$ cat config.mk
export PLATFORM = sky130hd
export DESIGN_NAME = palette_ram
export DESIGN_NICKNAME = d
export VERILOG_FILES = /design/src/rtl/palette_ram.sv
export SDC_FILE = /design/constraint.sdc
export NUM_CORES = 1
export LEC_CHECK = 0
export BUFFER_PORTS_ARGS = -buffer_cell sky130_fd_sc_hd__buf_2
export CAP_MARGIN = 20
export CORE_MARGIN = 3
export CORE_UTILIZATION = 50
export DETAILED_ROUTE_END_ITERATION = 7
export PLACE_DENSITY = 0.73
export SLEW_MARGIN = 30
export SYNTH_ARGS = -nofsm -noshare
export SYNTH_HDL_FRONTEND = slang
export SYNTH_SLANG_ARGS = --single-unit
$ cat constraint.sdc
create_clock -name clk -period 3.5 [get_ports clk]
set_input_delay 0.525 -clock clk [delete_from_list [all_inputs] [get_ports clk]]
set_output_delay 0.525 -clock clk [all_outputs]
set_load 0.03 [all_outputs]
$ cat src/rtl/palette_ram.sv
module palette_ram #(
  parameter int IDX_W = 4,
  parameter int COL_W = 6
) (
  input  logic               clk,
  input  logic               rst_n,
  input  logic               visible,
  input  logic               bank_sel,
  input  logic [IDX_W-1:0]   pix_idx,
  input  logic               wr_en,
  input  logic [IDX_W:0]     wr_addr,
  input  logic [COL_W-1:0]   wr_data,
  output logic [COL_W-1:0]   color
);

  localparam int DEPTH = 2 * (1 << IDX_W);

  logic [COL_W-1:0] mem [DEPTH];
  logic [IDX_W:0]   rd_addr;

  assign rd_addr = {bank_sel, pix_idx};

  always_ff @(posedge clk) begin
    if (!rst_n) begin
      for (int i = 0; i < DEPTH; i++) mem[i] <= '0;
    end else if (wr_en) begin
      mem[wr_addr] <= wr_data;
    end
  end

  always_ff @(posedge clk) begin
    if (!rst_n)        color <= '0;
    else if (!visible) color <= '0;
    else if (wr_en)    color <= wr_data;
    else               color <= mem[rd_addr];
  end

  assert_reset_blank_R1: assert property (@(posedge clk)
    !rst_n |=> color == '0);

  assert_collision_shows_write_R3: assert property (@(posedge clk) disable iff (!rst_n)
    wr_en && visible |=> color == $past(wr_data));

  assert_blank_level_R4: assert property (@(posedge clk) disable iff (!rst_n)
    !visible |=> color == '0);

  assert_next_read_new_R6: assert property (@(posedge clk) disable iff (!rst_n)
    $past(wr_en) && $past(rst_n) && !wr_en && visible && rd_addr == $past(wr_addr)
      |=> color == $past(wr_data, 2));

endmodule

Yosys cells after proc, flatten, opt, wreduce, memory -nomap -nowiden
Memory sizes are Yosys's and may differ from the RTL's.
Cells that the tools add are included.
- bits in registers: 6
- bits in latches: 0
- memory bits (writable): 192
- memory bits (read-only): 0
- input port bits: 20
- output and inout bits: 6
- memories: 1
- memories (name ; words ; bits a word ; read ports ; clocked after Yosys merged registers in ; write ports ; RTL line ; source):
    mem ; 32 ; 6 ; 1 ; 0 ; 32 ; 18 ; logic [COL_W-1:0] mem [DEPTH];
- add/subtract/negate cells: 0
- multiply operators: 0
- div/mod/pow operators: 0
- order comparisons: 0
- equality and inequality tests: 0
- shift operators: 0
- mux-type cells: 8
- bitwise operators: 0
- reductions and logical operators: 2
- operator list (kind ; count):
    $mux 6 ; 2
    $reduce_or 6->1 ; 1
    $mux 1 ; 5
    $mux 5 ; 1
    $reduce_and 2->1 ; 1

Longest topological paths before layout
- depth after elaboration: 5
- gate-level depth with buffers: 7
- gate-level depth less buffers: 4

Worst setup path before layout
No wires, ideal clock.
- path kind: input port to flip-flop
- from: input wr_en
- to: memory mem[21][0], enable pin
- arrival time: 1.869 ns
- setup slack: 1.254 ns
- stages on the path: 5
- path buffers: 3
- cell sequence: clkbuf_1 -> buf_2 -> nand4b_1 -> clkbuf_1 -> o21ai_0
- RTL lines (item ; RTL line ; source):
    start: declaration ; 10 ; input logic wr_en,
    end: declaration ; 18 ;

Worst setup path after layout
- from: input pix_idx[0]
- to: register color[0]
- longest elaborated chain between the ends: 2
- RTL lines (item ; RTL line ; source):
    start: declaration ; 9 ; input logic [IDX_W-1:0] pix_idx,
    $mem_v2 32x6 ; n/a ;
    $mux 6 ; 34 ; else if (wr_en) color <= wr_data;
    end signal: assignment ; 34 ;
    end signal: assignment ; 35 ; else color <= mem[rd_addr];
    end: declaration ; 13 ; output logic [COL_W-1:0] color
No other way between the ends.
A chain may end at the register's enable or synchronous reset.

==> impl_metrics.env <==
export IMPL_worst_hold_path_type="in2reg"
export IMPL_final_common_cell="sky130_fd_sc_hd__edfxtp_1"
export IMPL_startpoint_type="input port"
export IMPL_cts_root_buffer_cell="sky130_fd_sc_hd__clkbuf_16"
export IMPL_result_of_the_run="complete, no violations"
export IMPL_syn2layout_area_growth_pct=8.775
export IMPL_cts_hold_buffers=0
export IMPL_place_hpwl_um=13440
export IMPL_htreeDepth=4
export IMPL_commonest_cells_after_routing_fill_and_taps_aside="192 x sky130_fd_sc_hd__edfxtp_1, 160 x sky130_fd_sc_hd__and2_1, 47 x sky130_fd_sc_hd__mux2i_1, 37 x sky130_fd_sc_hd__nor3_1, 36 x sky130_fd_sc_hd__nor2_1"
export IMPL_layout_drive_gt1_share_pct=15.07
export IMPL_tritoncts_num_buffers=17
export IMPL_post_cts_resized=0
export IMPL_critical_setup_path_class="in2reg"
export IMPL_routed_via_density=5.949
export IMPL_finalMaxSlewViolations=0
export IMPL_drc=0
export IMPL_design_core_area_mm2=0.01821
export IMPL_crit_path_max_fanout=24
export IMPL_yosysSeqAreaShare_pct=62.64
export IMPL_critical_path_required_ps=3820
export IMPL_routability_cong=0.8719
export IMPL_via_count_of_the_routed_design=5467
export IMPL_synth_top_cells_by_area="sky130_fd_sc_hd__edfxtp_1 61%, sky130_fd_sc_hd__and2_1 11%, sky130_fd_sc_hd__mux4_2 7.9%"
export IMPL_worst_endpoint_arrival_ps=2480
export IMPL_cts_clk_slew_worst_paths_ps=70
export IMPL_route_final_wire_length_um=19990
export IMPL_worstHoldPathCells=3
export IMPL_post_synth_top_area_cell="sky130_fd_sc_hd__edfxtp_1"
export IMPL_grt_usage_pct=20.38
export IMPL_fp_row_count=49
export IMPL_synth_area_mm2=0.009397
export IMPL_grt_start_max_net_pins=38
export IMPL_pin_count=26
export IMPL_timing_clock_skew_ps=7.259
export IMPL_syn_instance_count=680
export IMPL_power_leakage_uw=0.003548
export IMPL_synth_top_area_share_pct=61.36
export IMPL_tightestPinTransition_ps=956.0
export IMPL_first_global_vias=5596
export IMPL_io_buffers=25
export IMPL_chipWidth_um=143.1
export IMPL_final_hold_worst_slack_ps=516.2
export IMPL_synthArstFlopShare_pct=0
export IMPL_grt_first_pass_wirelength_um=31130
export IMPL_initial_core_util_pct=51.60
export IMPL_number_of_synthesized_flops_with_an_enable_pin=192
export IMPL_drtAntennaViolNets=0
export IMPL_ys_dominant_reg_cell="sky130_fd_sc_hd__edfxtp_1"
export IMPL_syn_nets=700
export IMPL_antenna_violations_before_repair=0
export IMPL_relSlewSlack_pct=35.59
export IMPL_synth_area_per_cell_um2=13.82
export IMPL_tritoncts="yes"
export IMPL_max_clock_path_buffers=2
export IMPL_gr_total_overflow=0
export IMPL_setup_viol=0
export IMPL_count_of_routing_violations_after_the_opening_detailed_route_iteration=630
export IMPL_fmaxAchievable_mhz=463.9
export IMPL_worstSetupEndpointType="flop"
export IMPL_fin_setup_tns_ps=0
export IMPL_final_hold_violation_count=0
export IMPL_period_needed_ps=2156
export IMPL_routedWlPerCell_um=21.75
export IMPL_setup_repair_after_global_routing_missed_its_margin="false"
export IMPL_nets_final=697
export IMPL_first_pass_iters=5
export IMPL_max_cap_violations=0
export IMPL_clock_latency_on_the_worst_skew_pair_ps=430
export IMPL_timing_reg2reg_setup_slack_ps=1830
export IMPL_cts_sinks=198
export IMPL_n_antenna_cell=0
export IMPL_yosys_register_bits=198
export IMPL_cts_post_setup_buffers_inserted=0
export IMPL_synthDistinctLibCells=37
export IMPL_fp_dieArea_mm2=0.02047
export IMPL_finalCritPeriodShare_pct=61.59
export IMPL_reg2reg_depth=4
export IMPL_yosysWarnings=0
export IMPL_vdd_ir_drop_worst_v=0.0003244
export IMPL_chipHeight_um=143.1
export IMPL_p_per_area_mw_per_mm2=496.2
## synth_stat cells (2+ instances only)
cell type and instances:
sky130_fd_sc_hd__buf_2 10, sky130_fd_sc_hd__o21ai_0 16, sky130_fd_sc_hd__and3_1 6, sky130_fd_sc_hd__a21oi_1 6, sky130_fd_sc_hd__edfxtp_1 192, sky130_fd_sc_hd__buf_6 2
sky130_fd_sc_hd__or3_1 2, sky130_fd_sc_hd__o21ai_1 16, sky130_fd_sc_hd__mux4_1 2, sky130_fd_sc_hd__nor2b_1 9, sky130_fd_sc_hd__mux2i_1 47, sky130_fd_sc_hd__o32a_1 5
sky130_fd_sc_hd__a22oi_1 6, sky130_fd_sc_hd__clkbuf_1 42, sky130_fd_sc_hd__nor2_1 36, sky130_fd_sc_hd__and2_1 160, sky130_fd_sc_hd__nor3_1 37, sky130_fd_sc_hd__nand3_1 9
sky130_fd_sc_hd__a311oi_1 2, sky130_fd_sc_hd__buf_4 3, sky130_fd_sc_hd__dfxtp_1 6, sky130_fd_sc_hd__nand2_1 10, sky130_fd_sc_hd__nand4b_1 2, sky130_fd_sc_hd__inv_1 2
sky130_fd_sc_hd__mux4_2 33, sky130_fd_sc_hd__a211oi_1 5, sky130_fd_sc_hd__or3b_1 2, sky130_fd_sc_hd__nand3b_1 3
## state kept, by name (all words and copies together) (netlist names)
| name | count |
|---|---|
| color | 6 |
| mem | 192 |
## final timing paths
kind,start,end
worst max register to register,mem[16][2]$_SDFFCE_PN0P_,color[2]$_SDFF_PN0_
worst min register to register,mem[31][2]$_SDFFCE_PN0P_,color[2]$_SDFF_PN0_
worst max-delay path,pix_idx[0],color[0]$_SDFF_PN0_
worst min-delay path,pix_idx[3],color[4]$_SDFF_PN0_
## cells by family (layout without fill, tap and decap cells)
kind of cell / Yosys count / after routing / synth area share, %
muxes: 83 / 83 / 13.60
DFF: 198 / 198 / 62.64
AOI/OAI and AO/OA: 58 / 58 / 3.795
and+or+nand+nor: 280 / 280 / 16.95
buffers and inverters: 61 / 71 / 3.023
## layout make-up
cell class / instances / area, µm²
fillers: 1383 / 7988
flip-flops and latches: 198 / 5886
multi-input cells: 421 / 3227
clock buffers: 20 / 456.7
well taps: 229 / 286.5
repair buffers: 37 / 240.2
clock inverters: 12 / 117.6
inverters: 2 / 7.507
## power by group
group	switching (µW)	internal (µW)	total [µW]
combinational	259	151	410
clock	866	1030	1900
sequential	40.8	2720	2760
## through the flow
| step | util (%) | std cells | instance area (µm²) | setup WS [ps] | power, µW |
|---|---|---|---|---|---|
| detailed placement | 52.98 | 887 | 9647 | 906.1 | 3225 |
| floorplan | - | 680 | 9397 | 1254 | 3082 |
| global placement | 52.98 | 887 | 9647 | 930.3 | 3211 |
| global route | 56.13 | 919 | 10220 | 1227 | 5211 |
| CTS | 56.13 | 919 | 10220 | 1352 | 5082 |
| finish | 56.13 | 919 | 10220 | 1344 | 5072 |
## metal layers
metal	vias up	part of all wire, %	track usage [%]
met5	-	0	0
met3	33	6.2	4.454
li1	2516	-	-
met1	2728	40	25.67
met4	0	1.9	6.653
met2	190	52	35.26
## critical path, cell delays in order
cell                       delay [ps]
sky130_fd_sc_hd__buf_2            620
sky130_fd_sc_hd__buf_4            370
sky130_fd_sc_hd__mux2i_1          270
sky130_fd_sc_hd__a211oi_1         130
sky130_fd_sc_hd__and3_1           210
sky130_fd_sc_hd__o32a_1           330
(Power assumes the default switching activity.)
